--- config.mk ---
export PLATFORM = sky130hd
export DESIGN_NAME = pwguard
export DESIGN_NICKNAME = d
export VERILOG_FILES = /design/src/rtl/pwg_pkg.sv /design/src/rtl/pwg_fence.sv /design/src/rtl/pwg_ctrl.sv /design/src/rtl/pwguard.sv
export SDC_FILE = /design/constraint.sdc
export NUM_CORES = 1
export LEC_CHECK = 0
export BUFFER_PORTS_ARGS = -buffer_cell sky130_fd_sc_hd__buf_4
export CORE_ASPECT_RATIO = 1.1
export CORE_MARGIN = 8
export CORE_UTILIZATION = 61
export DETAILED_ROUTE_END_ITERATION = 10
export PLACE_DENSITY = 0.85
export SLEW_MARGIN = 20
export SYNTH_ARGS = -nofsm -noshare
export SYNTH_HDL_FRONTEND = slang
export SYNTH_SLANG_ARGS = --single-unit
--- constraint.sdc ---
create_clock -name clk -period 4.57 [get_ports clk]
set_clock_uncertainty 0.05 [all_clocks]
set_input_delay 0.2285 -clock clk [delete_from_list [all_inputs] [get_ports clk]]
set_output_delay 0.2285 -clock clk [all_outputs]
set_load 0.02 [all_outputs]
--- src/rtl/pwg_pkg.sv ---
package pwg_pkg;

    localparam int ADDR_W = 16;

    // command bytes
    localparam logic [7:0] OP_LOCK = 8'h88;
    localparam logic [7:0] OP_OPEN = 8'hC5;
    localparam logic [7:0] OP_PLD  = 8'hC4;
    localparam logic [7:0] OP_PRD  = 8'hCA;
    localparam logic [7:0] OP_BYP  = 8'h83;
    localparam logic [3:0] OPN_CHG = 4'hD;

    // access kinds
    localparam logic [1:0] KIND_RD = 2'd0;
    localparam logic [1:0] KIND_WR = 2'd1;
    localparam logic [1:0] KIND_ER = 2'd2;

    typedef enum logic [2:0] {
        ST_IDLE,
        ST_OPEN,
        ST_OLD,
        ST_NEW1,
        ST_NEW2,
        ST_PTR,
        ST_SKIP
    } phase_t;

endpackage

--- src/rtl/pwg_fence.sv ---
module pwg_fence
    import pwg_pkg::*;
(
    input  logic              clk,
    input  logic              por_n,
    input  logic              rst_n,
    input  logic              org_x16,
    input  logic              req_valid,
    input  logic [1:0]        req_kind,
    input  logic [ADDR_W-1:0] req_addr,
    input  logic              read_ok,
    input  logic              wr_block,
    input  logic              bypass,
    input  logic [ADDR_W-1:0] ptr,
    output logic              grant
);

    logic fenced;
    logic is_chg;

    always_comb begin
        if (org_x16) fenced = (req_addr[7:0] >= ptr[7:0]);
        else         fenced = (req_addr >= ptr);
        is_chg = (req_kind == KIND_WR) || (req_kind == KIND_ER);
        grant  = 1'b0;
        if (req_valid && read_ok) begin
            if (req_kind == KIND_RD)  grant = 1'b1;
            else if (is_chg)          grant = !wr_block && (!fenced || bypass);
        end
    end

    assert_gate_open_R8: assert property (@(posedge clk) disable iff (!por_n || !rst_n)
        grant |-> read_ok);

    assert_lock_blocks_R9: assert property (@(posedge clk) disable iff (!por_n || !rst_n)
        (grant && req_kind != KIND_RD) |-> !wr_block);

    assert_reserved_R12: assert property (@(posedge clk) disable iff (!por_n || !rst_n)
        (req_valid && req_kind == 2'd3) |-> !grant);

    assert_below_fence_R12: assert property (@(posedge clk) disable iff (!por_n || !rst_n)
        (grant && req_kind != KIND_RD && !bypass && !org_x16) |-> (req_addr < ptr));

endmodule

--- src/rtl/pwg_ctrl.sv ---
module pwg_ctrl
    import pwg_pkg::*;
#(
    parameter int CODE_BYTES = 8
) (
    input  logic              clk,
    input  logic              por_n,
    input  logic              rst_n,
    input  logic              org_x16,
    input  logic              cmd_valid,
    input  logic [7:0]        cmd_code,
    input  logic              byte_valid,
    input  logic [7:0]        byte_data,
    input  logic              req_valid,
    output logic              read_ok,
    output logic              wr_block,
    output logic              bypass,
    output logic [ADDR_W-1:0] ptr,
    output logic              err,
    output logic              locked,
    output logic              prd_valid
);

    localparam int CW = CODE_BYTES * 8;
    localparam int IW = (CODE_BYTES > 1) ? $clog2(CODE_BYTES) : 1;
    localparam logic [3:0] LEN_MAX = 4'(CODE_BYTES);

    typedef struct packed {
        phase_t            state;
        logic [3:0]        cnt;
        logic [3:0]        need;
        logic [3:0]        newlen;
        logic              bad;
        logic [CW-1:0]     tmp;
        logic [CW-1:0]     code;
        logic [3:0]        len;
        logic              open;
        logic              wblk;
        logic              byp;
        logic              err;
        logic [ADDR_W-1:0] ptr;
        logic              prd;
    } regs_t;

    regs_t q, d;

    logic [IW-1:0] idx;
    logic [7:0]    cur_code;
    logic [7:0]    cur_tmp;
    logic          last;
    logic          rd_ok;

    always_comb begin
        idx      = q.cnt[IW-1:0];
        cur_code = q.code[{idx, 3'b000} +: 8];
        cur_tmp  = q.tmp[{idx, 3'b000} +: 8];
        last     = (q.cnt == q.need - 4'd1);
        rd_ok    = (q.len == 4'd0) || q.open;

        d     = q;
        d.prd = 1'b0;
        if (req_valid) d.byp = 1'b0;

        if (cmd_valid && !q.err) begin
            d.byp   = 1'b0;
            d.state = ST_IDLE;
            d.cnt   = 4'd0;
            d.bad   = 1'b0;
            d.tmp   = '0;
            if (cmd_code[7:4] == OPN_CHG) begin
                if (cmd_code[3:0] > LEN_MAX) begin
                    d.state = ST_SKIP;
                end else begin
                    d.newlen = cmd_code[3:0];
                    if (q.len != 4'd0) begin
                        d.state = ST_OLD;
                        d.need  = q.len;
                    end else if (cmd_code[3:0] != 4'd0) begin
                        d.state = ST_NEW1;
                        d.need  = cmd_code[3:0];
                    end else begin
                        d.len  = 4'd0;
                        d.code = '0;
                    end
                end
            end else begin
                case (cmd_code)
                    OP_LOCK: d.wblk = 1'b1;
                    OP_OPEN: begin
                        if (q.len == 4'd0) begin
                            d.open = 1'b1;
                            d.wblk = 1'b0;
                        end else begin
                            d.state = ST_OPEN;
                            d.need  = q.len;
                        end
                    end
                    OP_PLD: begin
                        d.state = ST_PTR;
                        d.need  = org_x16 ? 4'd1 : 4'd2;
                    end
                    OP_PRD: d.prd = 1'b1;
                    OP_BYP: d.byp = 1'b1;
                    default: ;
                endcase
            end
        end else if (byte_valid && !q.err) begin
            d.cnt = q.cnt + 4'd1;
            case (q.state)
                ST_OPEN: begin
                    d.bad = q.bad || (byte_data != cur_code);
                    if (last) begin
                        d.state = ST_IDLE;
                        d.cnt   = 4'd0;
                        if (d.bad) begin
                            d.err = 1'b1;
                        end else begin
                            d.open = 1'b1;
                            d.wblk = 1'b0;
                        end
                    end
                end
                ST_OLD: begin
                    d.bad = q.bad || (byte_data != cur_code);
                    if (last) begin
                        d.cnt   = 4'd0;
                        d.bad   = 1'b0;
                        d.state = ST_IDLE;
                        if (q.bad || (byte_data != cur_code)) begin
                            d.err = 1'b1;
                        end else if (q.newlen == 4'd0) begin
                            d.len  = 4'd0;
                            d.code = '0;
                        end else begin
                            d.state = ST_NEW1;
                            d.need  = q.newlen;
                        end
                    end
                end
                ST_NEW1: begin
                    d.tmp[{idx, 3'b000} +: 8] = byte_data;
                    if (last) begin
                        d.state = ST_NEW2;
                        d.cnt   = 4'd0;
                    end
                end
                ST_NEW2: begin
                    d.bad = q.bad || (byte_data != cur_tmp);
                    if (last) begin
                        d.state = ST_IDLE;
                        d.cnt   = 4'd0;
                        if (d.bad) begin
                            d.err = 1'b1;
                        end else begin
                            d.code = q.tmp;
                            d.len  = q.newlen;
                            d.open = 1'b1;
                        end
                    end
                end
                ST_PTR: begin
                    d.tmp[15:0] = {q.tmp[7:0], byte_data};
                    if (last) begin
                        d.state = ST_IDLE;
                        d.cnt   = 4'd0;
                        if (rd_ok) d.ptr = org_x16 ? {8'h00, byte_data} : {q.tmp[7:0], byte_data};
                    end
                end
                default: d.cnt = q.cnt;
            endcase
        end

        if (!rst_n) begin
            d      = '0;
            d.code = q.code;
            d.len  = q.len;
            d.ptr  = q.ptr;
        end
    end

    always_ff @(posedge clk or negedge por_n) begin
        if (!por_n) begin
            q     <= '0;
            q.ptr <= '1;
        end else begin
            q <= d;
        end
    end

    assign read_ok   = rd_ok;
    assign wr_block  = q.wblk;
    assign bypass    = q.byp;
    assign ptr       = q.ptr;
    assign err       = q.err;
    assign locked    = (q.len != 4'd0) && !q.open;
    assign prd_valid = q.prd;

    assert_err_sticky_R14: assert property (@(posedge clk) disable iff (!por_n || !rst_n)
        q.err |=> q.err);

    assert_err_from_byte_R8: assert property (@(posedge clk) disable iff (!por_n || !rst_n)
        $rose(q.err) |-> $past(byte_valid));

    assert_ptr_source_R10: assert property (@(posedge clk) disable iff (!por_n || !rst_n)
        !$stable(q.ptr) |-> $past(byte_valid && q.state == ST_PTR));

    assert_bypass_once_R13: assert property (@(posedge clk) disable iff (!por_n || !rst_n)
        (q.byp && req_valid && !cmd_valid) |=> !q.byp);

    assert_prd_cause_R11: assert property (@(posedge clk) disable iff (!por_n || !rst_n)
        q.prd |-> $past(cmd_valid && cmd_code == OP_PRD));

endmodule

--- src/rtl/pwguard.sv ---
module pwguard
    import pwg_pkg::*;
#(
    parameter int CODE_BYTES = 8
) (
    input  logic        clk,
    input  logic        por_n,
    input  logic        rst_n,
    input  logic        org_x16,
    input  logic        cmd_valid,
    input  logic [7:0]  cmd_code,
    input  logic        byte_valid,
    input  logic [7:0]  byte_data,
    input  logic        req_valid,
    input  logic [1:0]  req_kind,
    input  logic [15:0] req_addr,
    output logic        grant,
    output logic        err,
    output logic        locked,
    output logic        ptr_rd_valid,
    output logic [15:0] ptr_rd_data
);

    logic              read_ok;
    logic              wr_block;
    logic              bypass;
    logic [ADDR_W-1:0] ptr;

    pwg_ctrl #(.CODE_BYTES(CODE_BYTES)) u_ctrl (
        .clk        (clk),
        .por_n      (por_n),
        .rst_n      (rst_n),
        .org_x16    (org_x16),
        .cmd_valid  (cmd_valid),
        .cmd_code   (cmd_code),
        .byte_valid (byte_valid),
        .byte_data  (byte_data),
        .req_valid  (req_valid),
        .read_ok    (read_ok),
        .wr_block   (wr_block),
        .bypass     (bypass),
        .ptr        (ptr),
        .err        (err),
        .locked     (locked),
        .prd_valid  (ptr_rd_valid)
    );

    pwg_fence u_fence (
        .clk       (clk),
        .por_n     (por_n),
        .rst_n     (rst_n),
        .org_x16   (org_x16),
        .req_valid (req_valid),
        .req_kind  (req_kind),
        .req_addr  (req_addr),
        .read_ok   (read_ok),
        .wr_block  (wr_block),
        .bypass    (bypass),
        .ptr       (ptr),
        .grant     (grant)
    );

    assign ptr_rd_data = ptr;

endmodule

==> Word level (Yosys, flattened, before mapping) <==
Index checks and enable logic that the tools add are counted.
{ "totals": {"romBits": 0, "register_bits": 169, "latch_bits": 0, "word_cells": 198, "memories": 0, "ram_bits": 0} }
{ "op_classes": {"n_div": 0, "n_shift": 4, "reduce_logical": 35, "n_eq_ne": 63, "bitwise": 1, "order_cmp": 3, "n_mux": 74, "n_addsub": 3, "n_mul": 0} }
{ "op_table": {"columns": ["operator", "n"], "rows": [
  ["68-bit 2-to-1 mux", 7],
  ["135-bit 2-to-1 mux", 2],
  ["169-bit 2-to-1 mux", 1],
  ["69-bit 2-to-1 mux", 2],
  ["68-bit case mux with 2 select lines", 1],
  ["64-bit by 7-bit indexed part select with 8-bit output", 2],
  ["64-bit bitwise mux", 1],
  ["16-bit 2-to-1 mux", 4],
  ["8-bit by 8-bit variable shift with 64-bit output (first input constant)", 1],
  ["8-bit by 8-bit indexed part select with 64-bit output", 1],
  ["48-bit 2-to-1 mux", 1],
  ["8-bit equality test (second input constant)", 5],
  ["4-bit 2-to-1 mux", 9],
  ["17-bit 2-to-1 mux", 2],
  ["11-bit 2-to-1 mux", 3],
  ["16-bit case mux with 2 select lines", 1],
  ["3-bit by 1-bit != test with 1-bit output (second input constant)", 9],
  ["3-bit by 2-bit != test with 1-bit output (second input constant)", 9],
  ["4-bit by 2-bit != test with 1-bit output (second input constant)", 5],
  ["1-bit 2-to-1 mux", 18],
  ["9-bit AND reduction", 2],
  ["16-bit greater-or-equal comparator", 1],
  ["2-bit 2-to-1 mux", 8],
  ["8-bit != test", 2],
  ["47 further kinds", 86]
]} }

==> Depth between registers and ports, before layout <==
Gate-level depths: netlist of run 1.
{ "logic_depth": {"ltp_word": 9, "depth_mapped": 15} }

==> Cells and area by module <==
A second synthesis of run 1 with hierarchy kept.
{ "hier_totals": {"cells_unflattened": 1057, "area_unflattened_um2": 9989.6} }
{ "modules_own_cells": {"columns": ["module", "seq_area_each_um2", "cells_each", "area_each_um2", "instances"], "rows": [
  ["pwg_ctrl", 4249.1, 990, 9504.1, 1],
  ["pwg_fence", 0.0, 67, 485.5, 1]
]} }

==> Worst setup path before layout of run 1 <==
No wires, ideal clock.
{ "synth_timing": {"path_kind": "register to register", "start": "register u_ctrl.q (netlist bit u_ctrl.idx[0])", "end": "register u_ctrl.q[96] (netlist bit)", "path_stages_with_launch": 16, "period_less_slack_ns": 3.452, "arrival_ns": 3.319, "setup_slack_ns": 1.118, "n_path_buf": 7, "cell_sequence": "dfrtp_1 -> buf_6 -> buf_8 -> buf_6 -> buf_2 -> clkbuf_1 -> inv_1 -> ha_1 -> ha_1 -> clkbuf_1 -> nor4b_1 -> a31oi_1 -> o21ai_1 -> clkbuf_1 -> nand3_1 -> o21ai_0"} }
{ "synth_between": {"elab_chain_cells": 7} }
{ "synth_rtl": {"columns": ["item", "line_no", "source"], "rows": [
  ["start, declared", "pwg_ctrl.sv:45", "regs_t q, d;"],
  ["6-bit negator with 8-bit output (*)", "pwg_ctrl.sv:141", "d.tmp[{idx, 3'b000} +: 8] = byte_data;"],
  ["8-bit by 8-bit indexed part select with 64-bit output / 8-bit by 8-bit variable shift with 64-bit output (equally long branches)", "pwg_ctrl.sv:141", null],
  ["64-bit bitwise mux (*)", "pwg_ctrl.sv:141", null],
  ["16-bit case mux with 2 select lines (*)", "pwg_ctrl.sv:109", "case (q.state)"],
  ["135-bit 2-to-1 mux (*)", "pwg_ctrl.sv:107", "end else if (byte_valid && !q.err) begin"],
  ["135-bit 2-to-1 mux (*)", "pwg_ctrl.sv:64", "if (cmd_valid && !q.err) begin"],
  ["169-bit 2-to-1 mux (*)", "pwg_ctrl.sv:173", "if (!rst_n) begin"]
]} }
Every way passes the cells marked *; elsewhere a longest branch is shown, timed or not. The select of a mux whose other input is x is not followed.
A chain may end at the register's enable or synchronous reset.

==> Worst setup path in the final report of run 1 <==
{ "layout_timing": {"start": "register u_ctrl.q (netlist bit u_ctrl.idx[0])", "end": "register u_ctrl.q[77] (netlist bit)"} }
{ "layout_between": {"elab_chain_cells": 5} }
{ "layout_rtl": {"columns": ["item", "line_no"], "rows": [
  ["64-bit by 7-bit indexed part select with 8-bit output (on tied branches)", "pwg_ctrl.sv:56, pwg_ctrl.sv:55"],
  ["8-bit != test (on tied branches)", "pwg_ctrl.sv:148, pwg_ctrl.sv:129"],
  ["1-bit logical OR (on tied branches)", "pwg_ctrl.sv:148, pwg_ctrl.sv:129"],
  ["3-bit by 2-bit != test with 1-bit output (no line)", null],
  ["12-bit AND reduction (no line) (*)", null]
]} }
Every way passes the cells marked *; elsewhere a longest branch is shown, timed or not.

==> results.txt, run 1 <==
Num Clock Sinks: 169
Via density: 6.420
Required @ worst endpoint: 4.84 ns
Die Ht: 144.3 um
Final Instance Area: 10160 sq um
CP max-delay cell: dfrtp_4
Ratio of final minimum period to clock period: 88.93%
RD Place Congestion: 0.9440
Root Buffer: clkbuf_16
Cells after Synth: 890
Area grow syn2layout: 11.38%
Status: completed
Power per cell area: 314.0 nW/um^2
Largest stage delay on the critical path: 0.89 ns
Final Slew Violations: 0
Worst slew pin tran: 1.027 ns
Worst hold path class: in -> reg
Area of the multi-input gates: 4319 sq um
TritonCTS clock tree: yes
Worst vdd ir: 0.2835 mV
Vias in the first global route: 7205
Clock latency on the worst-skew pair: 0.44 ns
Leakage: 0.004610 uW
Unique masters post-synth: 56
Post-synth EDFFs: 0
PortBufs: 60
Initial antenna violation count: 0
1st-pass router iterations: 5
Startpoint Class: register
DP Area: 9519 sq um
Starting DRC count in detailed routing: 745
Worst path bufs/invs: 1
Final WS setup: 0.5061 ns
Fin. Hold Viols: 0
Drt wl/cell: 21.13 um
Ports: 61
Yosys warning count: 0
Mean post-synth cell area: 10.25 sq um
Max-cap violation count: 0
Flops & latches, synth: 169
Worst path cell trace: mux4_2 -> nor2_1 -> nor3_1 -> nor4b_1 -> nand4_1 -> a2111oi_2 -> o21ai_4 -> buf_4 -> a22o_1
Post-synthesis sequential area ratio: 46.58%
Fillcell total: 1106
Final Critical Period: 4.064 ns
Crit path kind: reg -> reg
FP Rows: 47
Fin Setup TNS: 0 ns
RSZ-0062 raised after global routing: no
Overall Global Routing Usage: 25.53%
Setup violators final: 0
CP max FO: 64
Max clock buf depth: 2
Worst-path clk slew: 0.07 ns
Largest net degree at the start of global routing: 112
Worst path top cell family by delay: compound AO/OA/AOI/OAI gates
DIE WIDTH: 132.6 um
Grt total ovfl: 0
Fmax: 0.2461 GHz
Nets@finish: 974
Htree depth: 4
Register area: 4253 sq um
Post-CTS setup buffer count: 0
Slew HR: 30.99%
Initial Util: 61.55%
Synthesized Nets: 952
Die Area: 19130 sq um
First-pass GRT wire length: 38.54 mm
Synth Flop Type: dfrtp_1
Post-DP HPWL: 16.04 mm
Post-cts sizing count: 0
Via count: 7197
Share of post-route cells with drive strength above 1: 16.76%
Core area: 14820 sq um
Async S/R FF share, synth: 100.0%
CTS buffer count: 17
WL final: 23.68 mm
Worst setup EP type: register
# DRC: 0
Arrival time worst endpoint: 4.33 ns
Detail Route Antenna Nets: 0
ANT cells: 0
Post-Synthesis Cell Area: 9121 sq um
Setup WS pre-CTS: 0.5688 ns
## flip-flops by register name, summed over array words and instances (netlist names)
signal            flops
u_ctrl.q            146
u_ctrl.ptr           16
u_ctrl.idx            3
u_ctrl.prd_valid      1
u_ctrl.err            1
u_ctrl.bypass         1
u_ctrl.wr_block       1
## final cells by class
class,instances,area share [%]
Multi-Input combinational cell,608,42.51
Sequential cell,169,41.86
Timing Repair Buffer,78,5.924
Clock buffer,19,4.458
Tap cell,196,2.414
Clock inverter,13,1.429
Inverter,38,1.404
## power by group
group	internal [uW]	switching, uW
logic	77.2	142
clock network	837	617
registers	1500	13.8
## per-layer routing
| metal | GRT usage, % | up-vias | routed length, um |
|---|---|---|---|
| li1 | - | 3227 | - |
| met1 | 32.16 | 3560 | 9665 |
| met2 | 42.38 | 366 | 11600 |
| met3 | 5.455 | 44 | 1890 |
| met4 | 10.23 | 0 | 531 |
| met5 | 0 | - | 0 |
## stage by stage
| stage | util [%] | hold WS [ns] | total power, uW | std cells |
|---|---|---|---|---|
| after floorplan | - | -0.1171 | 1657 | 890 |
| after CTS | 68.54 | 0.02060 | 3190 | 1121 |
| after global placement | 64.24 | 0.3760 | 1753 | 1085 |
| after detailed placement | 64.24 | 0.3791 | 1758 | 1085 |
| after global routing | 68.56 | 0.02922 | 3271 | 1121 |
| final | 68.56 | 0.02583 | 3190 | 1121 |
## worst reg2reg max path, delay by kind of cell, from the launching register on
kind / cells / cell delay [ns]
simple gates: 4 / 0.94
buf+inv: 1 / 0.37
flops: 1 / 0.89
compound gates: 3 / 1.11
mux: 1 / 0.60
## logic make-up after synthesis
kind of cell / synth area share (%)
simple gates: 13.09
compound gates: 16.58
flops: 46.58
buf+inv: 6.296
mux: 13.32
fa+ha+maj: 2.881
xor+xnor: 1.248
## cell usage in the layout (no fill, tap or decap), types with 3 or more instances in the layout
cell type      instances
buf_4                 73
a22o_1                74
clkinv_4               5
o31ai_1                9
a22oi_1               25
nand3_1               17
dfrtp_1              152
a21oi_1               41
xnor2_1               12
mux2_2                11
nor3b_1                3
or3_1                  3
nand4_1                7
and2_1                 3
o21ai_0               34
nor4_1                 7
mux4_2                12
nand4b_1               3
nor3_1                13
nand2b_1               4
clkinvlp_4             3
nand2_1               82
mux2i_1               82
o21a_1                 4
nor2b_1               13
nor2_1                85
nor4b_1                3
clkbuf_8               3
ha_1                  21
inv_1                 37
dlygate4sd3_1          4
a21o_1                 8
dfstp_2               16
clkbuf_16             17
and3_1                 4
## cells in the mapped netlist (2+ instances only)
cell / count / area [sq um]
nor3b_1: 3 / 22.52
and2_1: 4 / 25.02
clkbuf_1: 39 / 146.4
nor4b_1: 3 / 26.28
a21o_1: 8 / 60.06
or3_1: 3 / 18.77
a31oi_1: 2 / 12.51
nand2b_1: 4 / 25.02
buf_4: 19 / 142.6
ha_1: 21 / 262.8
nand4_1: 7 / 43.79
nand4b_1: 3 / 26.28
nor2_1: 85 / 319.1
mux2_2: 11 / 123.9
nor2b_1: 13 / 81.33
nor3_1: 13 / 65.06
dfstp_2: 16 / 420.4
xnor2_1: 12 / 105.1
and3_1: 4 / 25.02
nor4_1: 8 / 50.05
mux4_2: 12 / 270.3
a221oi_1: 2 / 17.52
buf_2: 9 / 45.04
o21a_1: 4 / 30.03
inv_1: 37 / 138.9
nand3_1: 17 / 85.08
o21ai_0: 34 / 170.2
a22oi_1: 25 / 187.7
mux2i_1: 82 / 820.8
a22o_1: 74 / 648.1
nand2_1: 83 / 311.6
dfrtp_1: 153 / 3829
buf_6: 6 / 67.56
o21ai_1: 3 / 15.01
a21oi_1: 41 / 205.2
buf_8: 2 / 30.03
o31ai_1: 9 / 67.56
## path summary, 6_finish.rpt
check / endpoint / cells past startpoint / slack [ns] / from
hold reg to reg: u_ctrl.ptr[13]$_DFFE_PN1P_ / 2 / 0.44 / u_ctrl.ptr[13]$_DFFE_PN1P_
setup / recovery: u_ctrl.q[77]$_DFFE_PN0P_ / 9 / 0.51 / u_ctrl.idx[0]$_DFFE_PN0P_
min in group asynchronous: u_ctrl.q[90]$_DFFE_PN0P_ / 2 / 0.41 / por_n
setup reg to reg: u_ctrl.q[77]$_DFFE_PN0P_ / 9 / 0.51 / u_ctrl.idx[0]$_DFFE_PN0P_
hold / removal: u_ctrl.bypass$_DFFE_PN0P_ / 2 / 0.03 / cmd_code[3]
max in group asynchronous: u_ctrl.ptr[12]$_DFFE_PN1P_ / 3 / 3.00 / por_n
## timing repair
action | in CTS | in global routing
endpoints found under the setup margin | 0 | 0
endpoints found under the hold margin | 108 | 0
hold buffers | 4 | 0
No activity file was read; power rests on OpenSTA's default activity.
==> run 2, diff against run 1 <==
--- a/config.mk
+++ b/config.mk
@@ -5,9 +5,8 @@
 export SDC_FILE = /design/constraint.sdc
 export NUM_CORES = 1
 export LEC_CHECK = 0
-export BUFFER_PORTS_ARGS = -buffer_cell sky130_fd_sc_hd__buf_4
+export BUFFER_PORTS_ARGS = -buffer_cell sky130_fd_sc_hd__buf_2
 export CORE_ASPECT_RATIO = 1.1
-export CORE_MARGIN = 8
 export CORE_UTILIZATION = 61
 export DETAILED_ROUTE_END_ITERATION = 10
 export PLACE_DENSITY = 0.85
==> run 2 against run 1 <==
  * Highest routed layer unchanged
  * Cell count shrank 0.18%
  * Maximum frequency rose by 1.7%
  * Sequential share of layout area grew 0.61 points
  * Count of clock-buffer cells in the layout grew 5
  * Die area down 19%
  * Global-route usage is 5.4 points higher
  * Critical endpoint is now u_ctrl.q[88]$_DFFE_PN0P_
  * Final area down 1.4%
==> results.txt, run 2 (synthesis gave the netlist of run 1 again) <==
# DRC: 0 (unchanged)
Setup WS pre-CTS: 0.6460 ns (+0.07720 ns)
CTS buffer count: 17 (unchanged)
Area grow syn2layout: 9.794%
Grt total ovfl: 0 (unchanged)
First-pass GRT wire length: 36.65 mm (-4.9%)
Required @ worst endpoint: 4.88 ns (+0.04 ns)
Worst hold path class: in -> reg
Post-DP HPWL: 15.38 mm (-4.2%)
Slew HR: 37.59% (+6.6 points)
Largest Register: u_ctrl.q
Power per cell area: 309.2 nW/um^2 (-1.5%)
Leakage: 0.004571 uW (-0.86%)
Fmax: 0.2503 GHz (+1.7%)
Hold Path End: u_ctrl.bypass$_DFFE_PN0P_
Worst path cell trace: buf_4 -> mux4_2 -> mux2i_1 -> xnor2_1 -> nor4_2 -> nand4_1 -> a2111oi_2 -> and2_2 -> buf_12 -> a22o_1
Post-cts sizing count: 0 (unchanged)
Crit path kind: reg -> reg
R2r startpoint: u_ctrl.idx[0]$_DFFE_PN0P_
WL final: 22.97 mm (-3.0%)
Worst r2r dst: u_ctrl.q[88]$_DFFE_PN0P_
Initial Util: 62.89% (+1.3 points)
WHS Path Cells: 3 (+1)
Largest stage delay on the critical path: 0.85 ns (-0.04 ns)
Via density: 6.460 (+0.62%)
Root Buffer: clkbuf_16
Worst setup EP type: register
Max-cap violation count: 0 (unchanged)
Initial antenna violation count: 0 (unchanged)
Final Slew Violations: 0 (unchanged)
CP max FO: 64 (unchanged)
Final Util: 69.05% (+0.49 points)
DIE WIDTH: 118.6 um (-11%)
Ports: 61 (unchanged)
Nets@finish: 976 (+0.21%)
Clock latency on the worst-skew pair: 0.43 ns (about the same)
Ratio of final minimum period to clock period: 87.41% (-1.5 points)
Final Critical Period: 3.995 ns (-0.06919 ns)
TritonCTS clock tree: yes
Reg-to-reg setup timing slack: 0.58 ns (+0.07 ns)
Fin. Hold Viols: 0 (unchanged)
Number of flip-flops in the largest register: 146 (unchanged)
HP Start: req_valid
Num Clock Sinks: 169 (unchanged)
RD Place Congestion: 0.9341 (-1.0%)
Via count: 7229 (+0.44%)
Commonest cells after routing, fill and taps aside: 152 x dfrtp_1, 85 x nor2_1, 82 x nand2_1, 82 x mux2i_1, 74 x a22o_1
Share of post-route cells with drive strength above 1: 16.72% (-0.036 points)
Die Ht: 130.3 um (-9.7%)
Core area: 14500 sq um (-2.1%)
Drt wl/cell: 20.53 um (-2.8%)
Status: completed
PortBufs: 60 (unchanged)
Most common cell after layout, fill and taps aside: dfrtp_1
Htree depth: 4 (unchanged)
Final WS setup: 0.5753 ns (+0.06919 ns)
FP Rows: 46 (-2.1%)
Startpoint Class: register
Max clock buf depth: 2 (unchanged)
Overall Global Routing Usage: 30.91% (+5.4 points)
Worst vdd ir: 0.2516 mV (-11%)
Arrival time worst endpoint: 4.30 ns (-0.03 ns)
ANT cells: 0 (unchanged)
Starting DRC count in detailed routing: 663 (-11%)
Fin Setup TNS: 0 ns (unchanged)
Largest net degree at the start of global routing: 104 (-7.1%)
Worst-path clk slew: 0.06 ns (about the same)
Worst Reg-to-Reg Cells: 10 (+1)
Detail Route Antenna Nets: 0 (unchanged)
Setup violators final: 0 (unchanged)
Die Area: 15450 sq um (-19%)
Vias in the first global route: 7111 (-1.3%)
RSZ-0062 raised after global routing: no
1st-pass router iterations: 5 (unchanged)
Worst slew pin tran: 0.9362 ns (-0.09047 ns)
CP max-delay cell: dfrtp_4
==> run 2: cell count changes in the layout (fill, tap and decap cells not counted), sizes merged <==
cell         before  now
buf              73   77
bufinv            2    1
dlygate4sd3       4    3
inv              39   38
clkbuf           20   24
clkinvlp          3    2
clkinv            7    5
==> run 2: final cells by class <==
cell class / instances / area, sq um
clock buffer: 24 / 491.7
clock inverter: 8 / 70.07
fill: 1088 / 4489
inverter: 38 / 142.6
multi-input combinational: 608 / 4328
sequential: 169 / 4253
tap: 192 / 240.2
timing repair buffer: 80 / 489.2
==> run 2: worst max path at each step <==
stage	start	end	slack, ns	depth (start not counted)
final	u_ctrl.idx[0]$_DFFE_PN0P_	u_ctrl.q[88]$_DFFE_PN0P_	0.58	10
after global routing	u_ctrl.idx[0]$_DFFE_PN0P_	u_ctrl.q[60]$_DFFE_PN0P_	0.34	10
after CTS	u_ctrl.idx[0]$_DFFE_PN0P_	u_ctrl.q[60]$_DFFE_PN0P_	0.63	10
after detailed placement	u_ctrl.idx[0]$_DFFE_PN0P_	u_ctrl.q[58]$_DFFE_PN0P_	0.65	10
after global placement	u_ctrl.idx[0]$_DFFE_PN0P_	u_ctrl.q[69]$_DFFE_PN0P_	0.79	10
after floorplan	u_ctrl.idx[0]$_DFFE_PN0P_	u_ctrl.q[96]$_DFFE_PN0P_	1.12	15
==> run 2: through the flow <==
stage	area, sq um	total power [uW]	hold slack, ns	cells
2_1_floorplan	9121	1657	-0.1171	890
3_3_place_gp	9414	1742	0.3491	1084
3_5_place_dp	9414	1747	0.3568	1084
4_1_cts	10010	3106	0.03530	1119
5_1_grt	10010	3189	0.03698	1119
6_report	10010	3096	0.04691	1119
==> run 2: power breakdown <==
part           switching, uW  internal, uW  total (uW)
Clock                    568           802        1370
Sequential              13.8          1500        1520
Combinational            138          69.1         207
Total                    720          2380        3100
==> run 2: repair_timing <==
action | CTS | global route
hold endpoints to repair | 87 | 0
hold buffers | 3 | 0
setup endpoints to repair | 0 | 0
buffers inserted | 0 | 0
==> run 2: routing by layer <==
layer,GRT usage [%],routed length (um),vias up
met2,52.87,11390,303
met1,38.53,9377,3606
li1,-,-,3249
met3,6.075,1482,71
met5,0,0,-
met4,13.48,720,0
==> run 2: worst max-delay path, delay by kind of cell (launching register included) <==
family / cells / cell delay [ns]
muxes: 2 / 0.72
xor gates and xnor gates: 1 / 0.10
DFF: 1 / 0.85
and+or+nand+nor: 3 / 0.72
AOI/OAI and AO/OA: 2 / 0.78
buffers and inverters: 2 / 0.60
==> run 3, diff against run 2 <==
--- a/config.mk
+++ b/config.mk
@@ -5,11 +5,11 @@
 export SDC_FILE = /design/constraint.sdc
 export NUM_CORES = 1
 export LEC_CHECK = 0
-export BUFFER_PORTS_ARGS = -buffer_cell sky130_fd_sc_hd__buf_2
+export BUFFER_PORTS_ARGS = -buffer_cell sky130_fd_sc_hd__buf_4
 export CORE_ASPECT_RATIO = 1.1
-export CORE_UTILIZATION = 61
+export CORE_UTILIZATION = 40
 export DETAILED_ROUTE_END_ITERATION = 10
-export PLACE_DENSITY = 0.85
+export PLACE_DENSITY = 0.62
 export SLEW_MARGIN = 20
 export SYNTH_ARGS = -nofsm -noshare
 export SYNTH_HDL_FRONTEND = slang
==> run 3 against run 2 <==
  * First-iteration DRC count shrank 21%
  * Worst setup slack got worse by 0.090 ns
  * Sequential cell count stayed put
  * Register-to-register slack worse by 0.09 ns
  * Cell count is 9.5% higher
  * Wire length is 1.1% higher
  * Global-route usage shrank 10 points
  * Sequential power about the same
  * Critical path type unchanged
  * Largest cell class unchanged
  * Largest power group unchanged
==> results.txt, run 3 (synthesis gave the netlist of run 1 again) <==
R2r startpoint: u_ctrl.idx[0]$_DFFE_PN0P_
Leakage: 0.004643 uW (+1.6%)
Starting DRC count in detailed routing: 523 (-21%)
Area of the multi-input gates: 4319 sq um (-0.20%)
CP Capture Point: u_ctrl.q[41]$_DFFE_PN0P_
Fin. Hold Viols: 0 (unchanged)
Worst r2r dst: u_ctrl.q[41]$_DFFE_PN0P_
Post-DP HPWL: 16.12 mm (+4.8%)
Number of flip-flops in the largest register: 146 (unchanged)
WL final: 23.21 mm (+1.1%)
TritonCTS clock tree: yes
Initial antenna violation count: 0 (unchanged)
Worst Reg-to-Reg Cells: 10 (unchanged)
Arrival time worst endpoint: 4.35 ns (+0.05 ns)
Worst hold path class: in -> reg
Reg-to-reg setup timing slack: 0.48 ns (-0.09 ns)
Die Ht: 160.4 um (+23%)
Worst setup EP type: register
Status: completed
Startpoint Class: register
CTS buffer count: 17 (unchanged)
Root Buffer: clkbuf_16
Final Critical Period: 4.085 ns (+0.09034 ns)
Crit path launch: u_ctrl.idx[0]$_DFFE_PN0P_
Clock latency on the worst-skew pair: 0.43 ns (about the same)
Ratio of final minimum period to clock period: 89.39% (+2.0 points)
Fillcell total: 2119 (+95%)
Num Clock Sinks: 169 (unchanged)
Fin Setup TNS: 0 ns (unchanged)
Commonest cells after routing, fill and taps aside: 152 x dfrtp_1, 85 x nor2_1, 82 x nand2_1, 82 x mux2i_1, 75 x buf_4
Most common cell after layout, fill and taps aside: dfrtp_1
Ports: 61 (unchanged)
Worst-path clk slew: 0.07 ns (about the same)
1st-pass router iterations: 5 (unchanged)
Htree depth: 4 (unchanged)
Placed insts: 1188 (+9.6%)
Detail Route Antenna Nets: 0 (unchanged)
DIE WIDTH: 146.0 um (+23%)
Share of post-route cells with drive strength above 1: 16.88% (+0.16 points)
Largest net degree at the start of global routing: 107 (+2.9%)
Via density: 5.629 (-13%)
Core area: 22250 sq um (+53%)
Required @ worst endpoint: 4.83 ns (-0.05 ns)
Post-CTS setup buffer count: 0 (unchanged)
Register area: 4253 sq um (unchanged)
Max-cap violation count: 0 (unchanged)
Hold Buf Count CTS: 5 (+2)
FP Rows: 57 (+24%)
Final-layout worst hold slack: 0.03807 ns (-0.008843 ns)
RD Place Congestion: 0.8384 (-10%)
Drt wl/cell: 18.95 um (-7.7%)
Power per cell area: 312.9 nW/um^2 (+1.2%)
Setup violators final: 0 (unchanged)
Area grow syn2layout: 13.59%
Initial Util: 40.99% (-22 points)
Crit path kind: reg -> reg
# DRC: 0 (unchanged)
Final Slew Violations: 0 (unchanged)
Die Area: 23410 sq um (+52%)
Vias in the first global route: 6890 (-3.1%)
Power after layout: 3242 uW (+4.7%)
Via count: 6896 (-4.6%)
Largest Register: u_ctrl.q
CP max FO: 48 (-25%)
PortBufs: 60 (unchanged)
First-pass GRT wire length: 38.29 mm (+4.5%)
Fmax: 0.2448 GHz (-2.2%)
Worst slew pin tran: 1.003 ns (+0.06719 ns)
RSZ-0062 raised after global routing: no
Slew HR: 33.11% (-4.5 points)
Finished Layout Cells: 1225 (+9.5%)
Overall Global Routing Usage: 20.85% (-10 points)
ANT cells: 0 (unchanged)
Nets@finish: 979 (+0.31%)
Worst vdd ir: 0.2225 mV (-12%)
Post-cts sizing count: 0 (unchanged)
Grt total ovfl: 0 (unchanged)
Max clock buf depth: 2 (unchanged)
==> run 3: critical path, cell delays in order (launching register included) <==
cell       delay [ns]
dfrtp_4          0.93
buf_4            0.35
mux2i_1          0.12
a22o_1           0.24
a221oi_1         0.31
mux2_2           0.23
nand4_1          0.22
a2111oi_2        0.60
o21ai_4          0.28
buf_4            0.30
a22o_1           0.26
==> run 3: worst min path at each step <==
stage	from	end	slack, ns	cells past startpoint
2_1_floorplan	por_n	u_ctrl.bypass$_DFFE_PN0P_	-0.12	0
5_1_grt	org_x16	u_ctrl.ptr[15]$_DFFE_PN1P_	0.04	2
6_report	cmd_code[2]	u_ctrl.q[156]$_DFFE_PN0P_	0.04	3
4_1_cts	cmd_code[2]	u_ctrl.q[156]$_DFFE_PN0P_	0.02	3
3_5_place_dp	por_n	u_ctrl.q[130]$_DFFE_PN0P_	0.39	1
3_3_place_gp	por_n	u_ctrl.q[130]$_DFFE_PN0P_	0.38	1
==> run 3: routing by layer <==
metal,up-vias,track usage (%),wire length (um)
met5,-,0,0
met4,0,5.587,306
met3,23,3.551,972
met2,180,34.84,11540
met1,3458,28.03,10400
li1,3235,-,-
==> run 3: cell type report <==
| cell class | count | area share, % |
|---|---|---|
| Clock buffer | 20 | 4.311 |
| Sequential cell | 169 | 41.05 |
| Tap cell | 295 | 3.562 |
| Timing Repair Buffer | 83 | 6.412 |
| Inverter | 38 | 1.377 |
| Clock inverter | 12 | 1.606 |
| Multi-Input combinational cell | 608 | 41.69 |
==> run 3: through the flow <==
step	util (%)	worst slack [ns]	instance area (sq um)
after floorplan	-	1.118	9121
after global placement	43.58	0.6719	9698
after detailed placement	43.58	0.5317	9698
after CTS	46.56	0.5236	10360
after global routing	46.56	0.2893	10360
final	46.56	0.4849	10360
==> run 3: report_power, final <==
part | switching, uW | internal, uW | leakage, uW | total [uW]
Combinational | 137 | 79.5 | 0.00206 | 217
Sequential | 14.4 | 1500 | 0.00230 | 1520
Clock | 622 | 885 | 0.000286 | 1510
